File: src/rtl/wide_alu.sv
module wide_alu (
  input  logic       clk,
  input  logic       rst_n,
  input  logic       bus_strb,
  input  logic       bus_we,
  input  logic [2:0] bus_sel,
  input  logic [7:0] bus_wdata,
  output logic [7:0] bus_rdata,
  output logic       busy,
  output logic       carry_out,
  output logic       borrow,
  output logic       zero,
  output logic       illegal
);
  localparam logic [2:0] SEL_A = 3'd1, SEL_B = 3'd2, SEL_OP = 3'd3, SEL_RES = 3'd4;

  logic       s_strb, s_we;
  logic [2:0] s_sel;
  logic [7:0] s_data;
  logic [21:0] opa, opb, res, res_nx;
  logic [1:0] pa, pb, seg, rp;
  logic [5:0] op;
  logic       cy;

  always_ff @(posedge clk or negedge rst_n)
    if (!rst_n) begin
      s_strb <= 1'b0; s_we <= 1'b0; s_sel <= '0; s_data <= '0;
    end else begin
      s_strb <= bus_strb; s_we <= bus_we; s_sel <= bus_sel; s_data <= bus_wdata;
    end

  wire ld_a  = s_strb &  s_we & (s_sel == SEL_A)   & ~busy;
  wire ld_b  = s_strb &  s_we & (s_sel == SEL_B)   & ~busy;
  wire go    = s_strb &  s_we & (s_sel == SEL_OP)  & ~busy;
  wire rd_nx = s_strb & ~s_we & (s_sel == SEL_RES) & ~busy;

  function automatic logic [7:0] slice_of(input logic [21:0] v, input logic [1:0] i);
    logic [23:0] w;
    w = {2'b00, v};
    return w[8*i +: 8];
  endfunction

  function automatic logic [21:0] put(input logic [21:0] v, input logic [1:0] i,
                                      input logic [7:0] b);
    case (i)
      2'd0:    return {v[21:8], b};
      2'd1:    return {v[21:16], b, v[7:0]};
      default: return {b[5:0], v[15:0]};
    endcase
  endfunction

  wire       last = (seg == 2'd2);
  wire [7:0] msk  = last ? 8'h3F : 8'hFF;
  wire [7:0] a_s  = slice_of(opa, seg);
  wire [7:0] b_s  = slice_of(opb, seg);
  wire [7:0] b_e  = ((op == 6'd1) ? ~b_s : b_s) & msk;
  wire [8:0] sum  = {1'b0, a_s} + {1'b0, b_e} + {8'd0, cy};
  wire       c_nx = last ? sum[6] : sum[8];
  logic [7:0] sl;

  always_comb begin
    case (op)
      6'd0, 6'd1: sl = sum[7:0];
      6'd2:       sl = a_s & b_s;
      6'd3:       sl = a_s | b_s;
      6'd4:       sl = a_s ^ b_s;
      6'd5:       sl = ~a_s;
      6'd6:       sl = b_s;
      default:    sl = 8'h00;
    endcase
    sl = sl & msk;
  end

  assign res_nx = put(res, seg, sl);

  always_ff @(posedge clk or negedge rst_n)
    if (!rst_n) begin
      opa <= '0; opb <= '0; pa <= '0; pb <= '0;
    end else if (go) begin
      pa <= '0; pb <= '0;
    end else begin
      if (ld_a) begin opa <= put(opa, pa, s_data); pa <= (pa == 2'd2) ? 2'd0 : pa + 2'd1; end
      if (ld_b) begin opb <= put(opb, pb, s_data); pb <= (pb == 2'd2) ? 2'd0 : pb + 2'd1; end
    end

  always_ff @(posedge clk or negedge rst_n)
    if (!rst_n) begin
      busy <= 1'b0; seg <= '0; op <= '0; cy <= 1'b0; res <= '0; rp <= '0;
      carry_out <= 1'b0; borrow <= 1'b0; zero <= 1'b0; illegal <= 1'b0;
    end else if (go) begin
      busy <= 1'b1; seg <= '0; op <= s_data[5:0]; cy <= (s_data[5:0] == 6'd1);
      carry_out <= 1'b0; borrow <= 1'b0; zero <= 1'b0; illegal <= 1'b0;
    end else if (busy) begin
      res <= res_nx;
      cy  <= c_nx;
      seg <= seg + 2'd1;
      if (last) begin
        busy      <= 1'b0;
        rp        <= '0;
        carry_out <= (op == 6'd0) & c_nx;
        borrow    <= (op == 6'd1) & ~c_nx;
        zero      <= (res_nx == '0);
        illegal   <= (op > 6'd6);
      end
    end else if (rd_nx) begin
      rp <= (rp == 2'd2) ? 2'd0 : rp + 2'd1;
    end

  assign bus_rdata = slice_of(res, rp);
endmodule

File: config.mk
export PLATFORM = sky130hd
export DESIGN_NAME = wide_alu
export DESIGN_NICKNAME = d
export VERILOG_FILES = /design/src/rtl/wide_alu.sv
export SDC_FILE = /design/constraint.sdc
export NUM_CORES = 1
export LEC_CHECK = 0
export BUFFER_PORTS_ARGS = -buffer_cell sky130_fd_sc_hd__buf_2
export CORE_MARGIN = 5
export CORE_UTILIZATION = 56
export CTS_BUF_LIST = sky130_fd_sc_hd__clkbuf_16
export DETAILED_ROUTE_END_ITERATION = 10
export PLACE_DENSITY = 0.77
export SYNTH_ARGS = -nofsm -noshare
export SYNTH_HDL_FRONTEND = slang
export SYNTH_SLANG_ARGS = --single-unit
File: constraint.sdc
create_clock -name clk -period 3.3 [get_ports clk]
set_clock_uncertainty 0.05 [all_clocks]
set_input_delay 0.495 -clock clk [delete_from_list [all_inputs] [get_ports clk]]
set_output_delay 0.495 -clock clk [all_outputs]
set_load 0.02 [all_outputs]
-- Word-level counts from Yosys, hierarchy flattened
Cells that the tools add are included.
- $add $sub $neg: 6
- $lt $le $gt $ge: 1
- equal/unequal tests: 19
- shift-type cells: 3
- muxes and demuxes: 36
- bitwise operators: 27
- reductions and logical operators: 20
- operators by type and width (operator ; count):
    case mux 22 bit (2 select lines) ; 3
    indexed part select 24 x 6 -> 8 bit ; 3
    case mux 8 bit (6 select lines) ; 1
    AND 8 bit ; 3
    two-way mux 2 bit ; 12
    AND reduction 4 bit ; 6
    logical NOT 22 bit ; 1
    == test 6 x 3 -> 1 bit, second input constant ; 3
    two-way mux 1 bit ; 18
    two-way mux 8 bit ; 2
    inverter 8 bit ; 2
    AND 1 bit ; 12
    == test 6 x 1 -> 1 bit, second input constant ; 2
    == test 6 x 2 -> 1 bit, second input constant ; 2
    nonzero test 2 bit ; 5
    adder 8 x 8 -> 9 bit ; 1
    adder 9 x 1 -> 9 bit ; 1
    adder 2 x 1 -> 2 bit, second input constant ; 4
    == test 2 bit, second input constant ; 4
    inverter 1 bit ; 8
    OR 8 bit ; 1
    XOR 8 bit ; 1
    == test 2 x 1 -> 1 bit, second input constant ; 3
    == test 3 x 2 -> 1 bit, second input constant ; 2
    other kinds (9) ; 12
- flip-flop bits (word level): 99
- bits of input ports: 15
- output and inout bits: 13
- logic and storage cells: 134

-- Logic depth before layout (Yosys ltp)
Gate-level depths: netlist (run 1).
- word-level depth: 13
- gate-level depth with buffers: 16
- mapped depth without buffers: 15

-- Least setup slack after synthesis (run 1)
OpenSTA, ideal clock, no wires.
- path kind: register to register
- from: register op[3]
- to: register zero
- setup time: 95 ps
- arrival time: 3440 ps
- required time: 3155 ps
- path slack: -286 ps
- cell stages (with the launch flop): 13
- buffers on the path: 0
- period minus slack after synthesis: 3586 ps
- cell sequence: dfrtp_1 or3_1 nor3_1 nand2_1 xnor2_1 fa_1 fa_1 o221ai_1 a2111oi_4 a22oi_1 a32oi_1 nand4_1 o31ai_1
- word-level cells in the longest chain between the ends: 12
- elaborated cells on any way between the ends: 19
- those cells by class: add/sub: 2; eq/ne: 6; mux: 6; bitwise: 2; reduce/logical: 3
- ends and longest elaborated chain (what ; RTL line ; source):
    from (decl) ; 22 ; logic [5:0] op;
    from (signal assigned) ; 88 ; busy <= 1'b0; seg <= '0; op <= '0; cy <= 1'b0; res <= '0; rp <= '0;
    from (signal assigned) ; 91 ; busy <= 1'b1; seg <= '0; op <= s_data[5:0]; cy <= (s_data[5:0] == 6'd1);
    == test 6 x 1 -> 1 bit ; 56, 62 ;
    two-way mux 8 bit ; 56 ; wire [7:0] b_e = ((op == 6'd1) ? ~b_s : b_s) & msk;
    AND 8 bit ; 56 ;
    adder 8 x 8 -> 9 bit ; 57 ; wire [8:0] sum = {1'b0, a_s} + {1'b0, b_e} + {8'd0, cy};
    adder 9 x 1 -> 9 bit ; 57 ;
    case mux 8 bit (6 select lines) * ; 62 ; case (op)
    AND 8 bit * ; 71 ; sl = sl & msk;
    case mux 22 bit (2 select lines) * ; 45 ; case (i)
    logical NOT 22 bit * ; 102 ; zero <= (res_nx == '0);
    two-way mux 1 bit * ; 97 ; if (last) begin
    two-way mux 1 bit * ; 93 ; end else if (busy) begin
    two-way mux 1 bit * ; 90 ; end else if (go) begin
    to (signal assigned) ; 102 ;
    to (decl) ; 12 ; output logic zero,
Mark *: on every way between the ends. The rest lies on a longest branch, timed or not. The select of a mux whose other input is x is not followed.
A chain may end at the register's enable or synchronous reset.

-- Worst setup path in the final report (run 1)
- from: register op[4]
- to: register zero
The elaborated chain is that of the path after synthesis.

==> results of run 1 <==
[metal layers]
metal  vias to the layer above  share of wire [%]  GRT usage, %
li1                       2061                  -             -
met1                      2199                 42          29.4
met2                       168                 50          39.2
met3                        43                5.3          4.27
met4                         0                3.0          10.3
met5                         -                  0             0
[per-stage QoR]
step | cell area [um2] | std cells | util, %
floorplan | 5710 | 524 | -
global placement | 6240 | 711 | 63.6
detailed placement | 6240 | 711 | 63.6
CTS | 6640 | 727 | 67.6
global route | 6740 | 732 | 68.7
finish | 6740 | 732 | 68.7
[cell usage in the layout (no fill, tap or decap), types with 21 or more instances in the layout]
cell | synthesis | layout
sky130_fd_sc_hd__dfrtp_1 | 99 | 99
sky130_fd_sc_hd__mux2_2 | 52 | 52
sky130_fd_sc_hd__buf_4 | 2 | 52
sky130_fd_sc_hd__nand2_1 | 43 | 41
sky130_fd_sc_hd__nor2_1 | 41 | 41
sky130_fd_sc_hd__ha_1 | 26 | 26
sky130_fd_sc_hd__buf_2 | 3 | 26
sky130_fd_sc_hd__mux2i_1 | 25 | 24
sky130_fd_sc_hd__o21ai_0 | 31 | 22
sky130_fd_sc_hd__inv_1 | 21 | 21
[flip-flops by register name, indices dropped and copies added (netlist names)]
register / cells
pb: 2
borrow: 1
s_data: 8
seg: 2
illegal: 1
s_we: 1
res: 22
op: 6
s_strb: 1
cy: 1
opb: 22
rp: 2
carry_out: 1
pa: 2
busy: 1
zero: 1
opa: 22
s_sel: 3
[power groups by stage]
| stage | Clock (uW) | Sequential (uW) | Combinational, uW |
|---|---|---|---|
| floorplan | 0 | 1850 | 2270 |
| global placement | 0 | 1940 | 3040 |
| detailed placement | 0 | 1970 | 3170 |
| CTS | 1230 | 1950 | 3260 |
| global route | 1300 | 2010 | 3730 |
| finish | 1230 | 1960 | 3450 |
[kinds of logic (layout without fill, tap and decap cells)]
kind of cell,after synthesis,count (layout),share of synthesized area [%]
adder cells (fa/ha/maj),28,28,6.46
XOR/XNOR,10,10,1.55
flip-flops,99,99,43.8
buffers and inverters,45,120,3.90
AND/OR/NAND/NOR,154,154,14.7
multiplexers,77,77,14.8
AO/OA/AOI/OAI,111,111,14.8
[final cells by class]
cell class	count	area [um2]	share of cell area, %
clock buffers	9	225	3.34
clock inverters	7	123	1.82
inverters	25	95.1	1.41
multi-input cells	380	3120	46.3
flip-flops and latches	99	2480	36.7
well taps	133	166	2.47
repair buffers	79	532	7.89
[worst max path at each step]
| stage | from | to | slack [ns] | cells past startpoint |
|---|---|---|---|---|
| global placement | op[4] | zero | -0.08 | 14 |
| floorplan | op[4] | zero | -0.02 | 12 |
| finish | op[4] | zero | -0.23 | 14 |
| global route | op[4] | zero | -0.38 | 14 |
| detailed placement | op[4] | zero | -0.21 | 13 |
| CTS | op[4] | zero | -0.19 | 12 |
[worst reg2reg max path, stage by stage, from the launching register on]
cell                       delay (ns)
sky130_fd_sc_hd__dfrtp_1         0.38
sky130_fd_sc_hd__or3_4           0.40
sky130_fd_sc_hd__nor3_4          0.18
sky130_fd_sc_hd__nand2_4         0.11
sky130_fd_sc_hd__buf_4           0.15
sky130_fd_sc_hd__xnor2_2         0.17
sky130_fd_sc_hd__ha_1            0.25
sky130_fd_sc_hd__nor2b_1         0.15
sky130_fd_sc_hd__o31a_1          0.29
sky130_fd_sc_hd__o22ai_2         0.15
sky130_fd_sc_hd__mux2i_2         0.36
sky130_fd_sc_hd__nand3_1         0.15
sky130_fd_sc_hd__a311oi_2        0.27
sky130_fd_sc_hd__nand4_1         0.15
sky130_fd_sc_hd__o31ai_1         0.24
[repair_timing]
item                                    CTS  global route
hold buffers                              0             0
gates resized for setup                  11            20
setup buffers                             0             5
endpoints found under the setup margin   10            15
pin swaps                                 8            16
==> results.txt, run 1 <==
The run finished, with violations left. The final reports fail on negative setup slack. The highest-delay cell along the critical path is sky130_fd_sc_hd__or3_4. The number of enable-type register cells in the synthesized netlist is 0. The worst hold-check slack is 0.120 ns. The peak ir drop on the vdd network is ~490 uV. For this run, the leading register cell type out of synthesis is sky130_fd_sc_hd__dfrtp_1. The port buffer count came out at 27.

The full die area came out at roughly 12000 um2. The count of buffering cells on the critical path with inverters included is 1. The cell leakage power is 0.00313 uW. The worst reg-to-reg setup slack came out at -0.23 ns. The number of filler instances in the final layout is 711. The completed layout was analyzed and its total power is 6640 uW. The leftover overflow at the end of global routing is 0. The synthesized design spends more area on one cell type than any other, namely sky130_fd_sc_hd__dfrtp_1. The number of top-level pins is 28. STA classifies the critical path endpoint as a flop. Setup violations remaining at the end of the flow were counted as 5. The maximum number of pins on one net before global-route repair is 55. The number of flip-flops and latches in the synthesized netlist is slightly below 100.

Synthesis produced a netlist whose cell count is about 520. Clock tree synthesis found a total of between 90 and 100 sinks. The CTS tree is built. The routed wire length came out at 14400 um.

After clock tree synthesis, the clock-pin slew on the worst setup and hold paths is 0.07 ns. From synthesis to final layout, the design area changed by 19.3%. The type of the tightest min-delay check is input pin to async pin. The launch point of the worst reg-to-reg path is op[4]. The initial cell density of the core is 57.6%. The number of violations reported at the end of detailed-routing iteration 0 came out at 330. From left edge to right edge, the die measures 110 um. The first-pass iteration count of the detailed router came out at 5. In this run, CTS created clock tree buffers numbering 9.

The mapped netlist covers around 5700 um2. The number of placement rows came out at 36. The vertical die dimension is around 110 um. The clock tree root driver cell is sky130_fd_sc_hd__clkbuf_16. The first global-routing pass estimated roughly 23000 um of wire. The count of final hold-check violations came out at 0. The net count reported at finish came out at 637. The net count of the mapped netlist is 567. The upper clock frequency limit came out at 283 MHz. Setup repair after global routing could not meet its margin everywhere. Of the cells placed in the final design, the portion with a size suffix greater than 1 is 34.1%. The HPWL after detailed placement is a little over 10000 um.

The clock latency on the worst-skew pair is 0.36 ns. The aggregate global-route resource usage came out at a little under a quarter. The number of global-route vias before repair is 4612. The per-instance average area after synthesis is between 10 and 15 um2. The maximum level of the CTS H-tree is 3. The register share of total power is between 20 and 30%.

Of all flip-flops after synthesis, the portion carrying an async set or reset was between 90% and 100%. The worst path in the final design needs a cycle of 3.53 ns, including I/O delays and setup. Once routing completed, OpenROAD measured the worst setup slack at -0.230 ns. The arrival time at the worst endpoint came out at ~3.7 ns. After synthesis, the largest area contributor takes up 43.8% of total cell area.

Among all cell types in the netlist, the one instantiated most often is sky130_fd_sc_hd__dfrtp_1. On the critical path the largest part of the delay comes from simple AND/OR/NAND/NOR gates. The detail route stage leaves a number of antenna-violating nets equal to 0. The switching power total is between 2000 and 3000 uW. The number of antenna violations at the first check in global routing is 0.

STA classifies the critical path startpoint as a flop. The congestion estimate from routability-driven global placement came to 0.928. The destination of the worst register-to-register timing path is zero. Net switching is 41.5% of the power. Counting instances in the post-synthesis netlist gives the leading cell types as sky130_fd_sc_hd__dfrtp_1 (99), sky130_fd_sc_hd__mux2_2 (52), sky130_fd_sc_hd__nand2_1 (43), sky130_fd_sc_hd__nor2_1 (41), sky130_fd_sc_hd__o21ai_0 (31).

The routed length per placed instance came out at a little under 20 um. Sorting the synthesized cells by area gives the leading types as sky130_fd_sc_hd__dfrtp_1 (44%), sky130_fd_sc_hd__mux2_2 (10%), sky130_fd_sc_hd__ha_1 (5.8%). The number of warnings reported in the yosys synthesis log is 0. Headroom to the max-slew limit came out at 52.5%. The number of design rule violations left after detail routing is 0. The standard cell core area came out at 9820 um2.

The count of antenna diodes in the layout came out at 0. The clock network power share came out at 18.5%. For the worst setup path, the data required time is ~3.5 ns. The power density normalized to cell area came out at 985 nW/um2.

The portion of the clock cycle consumed by the worst path in the final layout came out at 107%. The number of pins exceeding their max-slew limit in the final report is 0. The sequential cell area fraction in the yosys report is 43.8%. On the worst path, the slowest cell contributes a delay of 0.40 ns. The critical path in this run is classified as flop to flop. The cell depth of the worst flop-to-flop path is 14.

The per-cell via count in the routed design is about 6. For this block, the via count after detailed routing is around 4500. Across the run, the number of max-cap violations was 0. The maximum fanout encountered on the critical timing path came out at 6.

The internal cell power came out at 3880 uW. The maximum clock insertion buffer count came out at 2. The transition time at the pin with the least slew margin is 0.712 ns.

For the final routed database, the setup TNS stands at -0.459 ns. After synthesis, the netlist uses 73 different library cells. The minimum setup slack after placement is -0.207 ns. Traced cell by cell, the critical path runs through or3_4 > nor3_4 > nand2_4 > buf_4 > xnor2_2 > ha_1 > nor2b_1 > o31a_1 > o22ai_2 > mux2i_2 > nand3_1 > a311oi_2 > nand4_1 > o31ai_1. The share of total power in combinational logic came out at between 50 and 60%.
No activity file was read; power rests on OpenSTA's default activity.
==> run 2: changes to the inputs <==
Settings changed: ABC_AREA from default to 1, CELL_PAD_IN_SITES_DETAIL_PLACEMENT from default to 0, CELL_PAD_IN_SITES_GLOBAL_PLACEMENT from default to 2, CORE_UTILIZATION 56 to 33, PLACE_DENSITY 0.77 to default, PLACE_DENSITY_LB_ADDON from default to 0.1.
==> results.txt, run 2 <==
The type of the worst setup path was flop to flop (unchanged). The leftover overflow at the end of global routing is 0 (unchanged). The launch point of the worst path is seg[0] (was op[4]). The number of antenna violations at the first check in global routing was 0 (unchanged). The number of hold-repair buffers added at the cts stage came to 0 (unchanged).

Cells taking the most area after synthesis: sky130_fd_sc_hd__dfrtp_1 (42%), sky130_fd_sc_hd__nand2_1 (15%), sky130_fd_sc_hd__o21ai_0 (7.0%) (was sky130_fd_sc_hd__dfrtp_1 (44%), sky130_fd_sc_hd__mux2_2 (10%), sky130_fd_sc_hd__ha_1 (5.8%)). The maximum level of the CTS H-tree is 3 (unchanged). The number of setup violations in the final report is 0 (was 5). The cell type with the highest aggregate area in the netlist is sky130_fd_sc_hd__dfrtp_1 (unchanged). The routed length per placed instance is 16.7 um (was 19.6 um). The clock tree root driver cell is sky130_fd_sc_hd__clkbuf_16 (unchanged). The standard cell core area came out at 17400 um2 (was 9820 um2). The number of max-capacitance violations reported came out at 0 (unchanged).

The ratio of cells with drive above 1 in the final layout is 13.6% (was 34.1%). The total via count in the routed design came out at 5046 (was 4471). The final worst setup slack is 0.332 ns (was -0.230 ns).

The synthesis-to-layout area growth came out at 13.1% (was 19.3%). The upper clock frequency limit came out at 337 MHz (was 283 MHz). The number of enable-type register cells in the synthesized netlist is 0 (unchanged).

The CTS tree is built (unchanged). The worst hold-check slack came to 0.112 ns (was 0.120 ns). The per-cell via count in the routed design came out at 4.82 (was 6.11). The maximum clock insertion buffer count is 2 (unchanged). The share of the synthesized area in the top cell type was 42.4% (was 43.8%).

The number of violations reported at the end of detailed-routing iteration 0 was 420 (was 330). The number of instances in the synthesized netlist came to 783 (was 524). The number of buffers created by CTS is 9 (unchanged).

Most frequent cells after synthesis: sky130_fd_sc_hd__nand2_1 (229), sky130_fd_sc_hd__inv_1 (108), sky130_fd_sc_hd__dfrtp_1 (99), sky130_fd_sc_hd__o21ai_0 (82), sky130_fd_sc_hd__nor2_1 (81) (was sky130_fd_sc_hd__dfrtp_1 (99), sky130_fd_sc_hd__mux2_2 (52), sky130_fd_sc_hd__nand2_1 (43), sky130_fd_sc_hd__nor2_1 (41), sky130_fd_sc_hd__o21ai_0 (31)). The minimum clock period after layout is 2.97 ns (was 3.53 ns). The number of warnings reported in the yosys synthesis log is 0 (unchanged). The arrival time at the worst endpoint came out at 3.22 ns (was 3.74 ns). The count of buffers added by post-CTS timing repair for setup is 0 (unchanged). The leading register cell type out of synthesis was sky130_fd_sc_hd__dfrtp_1 (unchanged). The port buffer count came out at 27 (unchanged). The destination of the worst register-to-register timing path was zero (unchanged). The proportion of register bits with asynchronous set or reset after synthesis is 100% (unchanged). The clock sink count came to 99 (unchanged). The routed wire length is 17500 um (was 14400 um). The count of final hold-check violations came out at 0 (unchanged). The aggregate global-route resource usage is 17.7% (was 23.3%). The routability-driven placement congestion ratio came to 0.835 (was 0.928). The number of placement rows is 48 (was 36). The initial cell density of the core is 33.6% (was 57.6%). The per-instance average area after synthesis came to 7.46 um2 (was 10.8 um2). The peak ir drop on the vdd network is 375 uV (was 487 uV). The number of top-level pins is 28 (unchanged). The required time of the critical path is 3.55 ns (was 3.51 ns). The count of antenna diodes in the layout is 0 (unchanged). The worst reg-to-reg setup slack is 0.33 ns (was -0.23 ns). The cell area after synthesis was 5840 um2 (was 5650 um2). The clock slew at the register clock pins of the worst setup and hold paths is 0.07 ns (about the same).

The transition time at the pin with the least slew margin was 0.692 ns (was 0.712 ns). The first-pass iteration count of the detailed router came out at 7 (was 5). The launch point of the worst reg-to-reg path is seg[0] (was op[4]). The clock latency on the worst-skew pair is 0.36 ns (about the same). The full die area is 20500 um2 (was 12200 um2).

The normalized max-slew margin was 53.7% (was 52.5%). The final total power is 6420 uW (was 6640 uW). The vertical die dimension is 143 um (was 110 um). The maximum fanout encountered on the critical timing path is 15 (was 6).

The portion of the clock cycle consumed by the worst path in the final layout came out at 90.0% (was 107%). The net count reported at finish came out at 860 (was 637). The number of pins exceeding their max-slew limit in the final report is 0 (unchanged). Commonest cells after routing, fill and taps aside: sky130_fd_sc_hd__nand2_1 (227), sky130_fd_sc_hd__inv_1 (109), sky130_fd_sc_hd__dfrtp_1 (97) (was sky130_fd_sc_hd__dfrtp_1 (99), sky130_fd_sc_hd__mux2_2 (52), sky130_fd_sc_hd__buf_4 (52)). The minimum setup slack after placement came to 0.181 ns (was -0.207 ns). The number of different library cells in the post-synthesis netlist is 37 (was 73). The most frequently used cell type in the post-synthesis netlist is sky130_fd_sc_hd__nand2_1 (was sky130_fd_sc_hd__dfrtp_1). The number of global-route vias before repair came out at 4814 (was 4612).

The number of nets still failing antenna checks after routing is 0 (unchanged). The number of design rule violations left after detail routing is 0 (unchanged). The commonest non-fill, non-tap cell in the layout is sky130_fd_sc_hd__nand2_1 (was sky130_fd_sc_hd__dfrtp_1). The power density normalized to cell area is 973 nW/um2 (was 985 nW/um2). The endpoint class of the critical path is a flop (unchanged). The net count of the mapped netlist is 826 (was 567). The sequential cell area fraction in the yosys report came out at 42.4% (was 43.8%).

Registers with the highest flip-flop counts: opa x22, opb x22, res x22 (unchanged). The kind of launch point of the worst setup path is a flop (unchanged). The cell leakage power came out at 0.00338 uW (was 0.00313 uW). The half-perimeter wire length after placement was 13500 um (was 10200 um). The cell depth of the worst flop-to-flop path came out at 20 (was 14). The number of flip-flops and latches in the synthesized netlist is 99 (unchanged). Status: finished clean (was finished with violations). The first-pass GRT wire length is 27600 um (was 23100 um). The maximum number of pins on one net before global-route repair came to 59 (was 55).

The die outline width is 143 um (was 110 um). The setup TNS came out at 0 ns (was -0.459 ns). The type of the tightest min-delay check is input pin to async pin (unchanged). RSZ-0062 raised after global routing: no (was yes).
[run 2: logic make-up after synthesis]
logic type | Yosys count | synth area share, %
AO/OA/AOI/OAI | 114 | 10.7
XOR/XNOR | 6 | 0.900
flip-flops | 99 | 42.4
AND/OR/NAND/NOR | 403 | 30.2
adder cells (fa/ha/maj) | 28 | 6.26
buffers and inverters | 133 | 9.45
[run 2: worst max path at each step]
stage                      end  slack (ns)
final                     zero        0.33
after global routing      zero        0.03
after CTS                 zero        0.15
after detailed placement  zero        0.18
after global placement    zero        0.22
after floorplan           zero        0.21
[run 2: worst max-delay path, cell delays in order (launching register included)]
cell and delay [ns]:
sky130_fd_sc_hd__dfrtp_2 0.45, sky130_fd_sc_hd__buf_12 0.16, sky130_fd_sc_hd__nand2_1 0.06, sky130_fd_sc_hd__nand3_1 0.10, sky130_fd_sc_hd__nand2_2 0.10, sky130_fd_sc_hd__inv_1 0.07, sky130_fd_sc_hd__fa_2 0.39, sky130_fd_sc_hd__fa_2 0.36
sky130_fd_sc_hd__inv_1 0.06, sky130_fd_sc_hd__nand2_1 0.06, sky130_fd_sc_hd__nand2_1 0.10, sky130_fd_sc_hd__nand3_1 0.08, sky130_fd_sc_hd__nand3_1 0.11, sky130_fd_sc_hd__nand3_1 0.12, sky130_fd_sc_hd__a21oi_2 0.15, sky130_fd_sc_hd__nand2_1 0.06
sky130_fd_sc_hd__nor2_1 0.13, sky130_fd_sc_hd__nand2_1 0.09, sky130_fd_sc_hd__nor2_1 0.10, sky130_fd_sc_hd__nand2_1 0.06, sky130_fd_sc_hd__nand2_1 0.05
[run 2: power breakdown]
group          switching (uW)  leakage [uW]  total [uW]  internal [uW]
Clock                     507      0.000142        1030            527
Sequential                257       0.00129        1850           1590
Combinational            2320       0.00195        3540           1220
[run 2: routing by layer]
metal | global-route usage [%] | wire (um) | up-vias
li1 | - | - | 2537
met5 | 0 | 0 | -
met4 | 4.00 | 174 | 0
met3 | 2.85 | 441 | 14
met2 | 29.7 | 8560 | 80
met1 | 24.2 | 8300 | 2415
[run 2: cell type report]
type	count	area [um2]
fill	1856	10800
multi-input combinational	551	2830
sequential	99	2480
inverter	112	433
timing repair buffer	44	294
tap	225	282
clock buffer	9	225
clock inverter	7	60.1
[run 2: what timing repair did]
item | in CTS | in global routing
endpoints found under the setup margin | 0 | 1
gates resized for setup | 0 | 15
endpoints found under the hold margin | 0 | 0
[run 2: stage by stage]
step	utilization (%)	area [um2]	instances
finish	38.0	6600	1047
global route	38.0	6600	1047
CTS	37.8	6560	1047
detailed placement	36.1	6270	1031
global placement	36.1	6270	1031
floorplan	-	5840	783
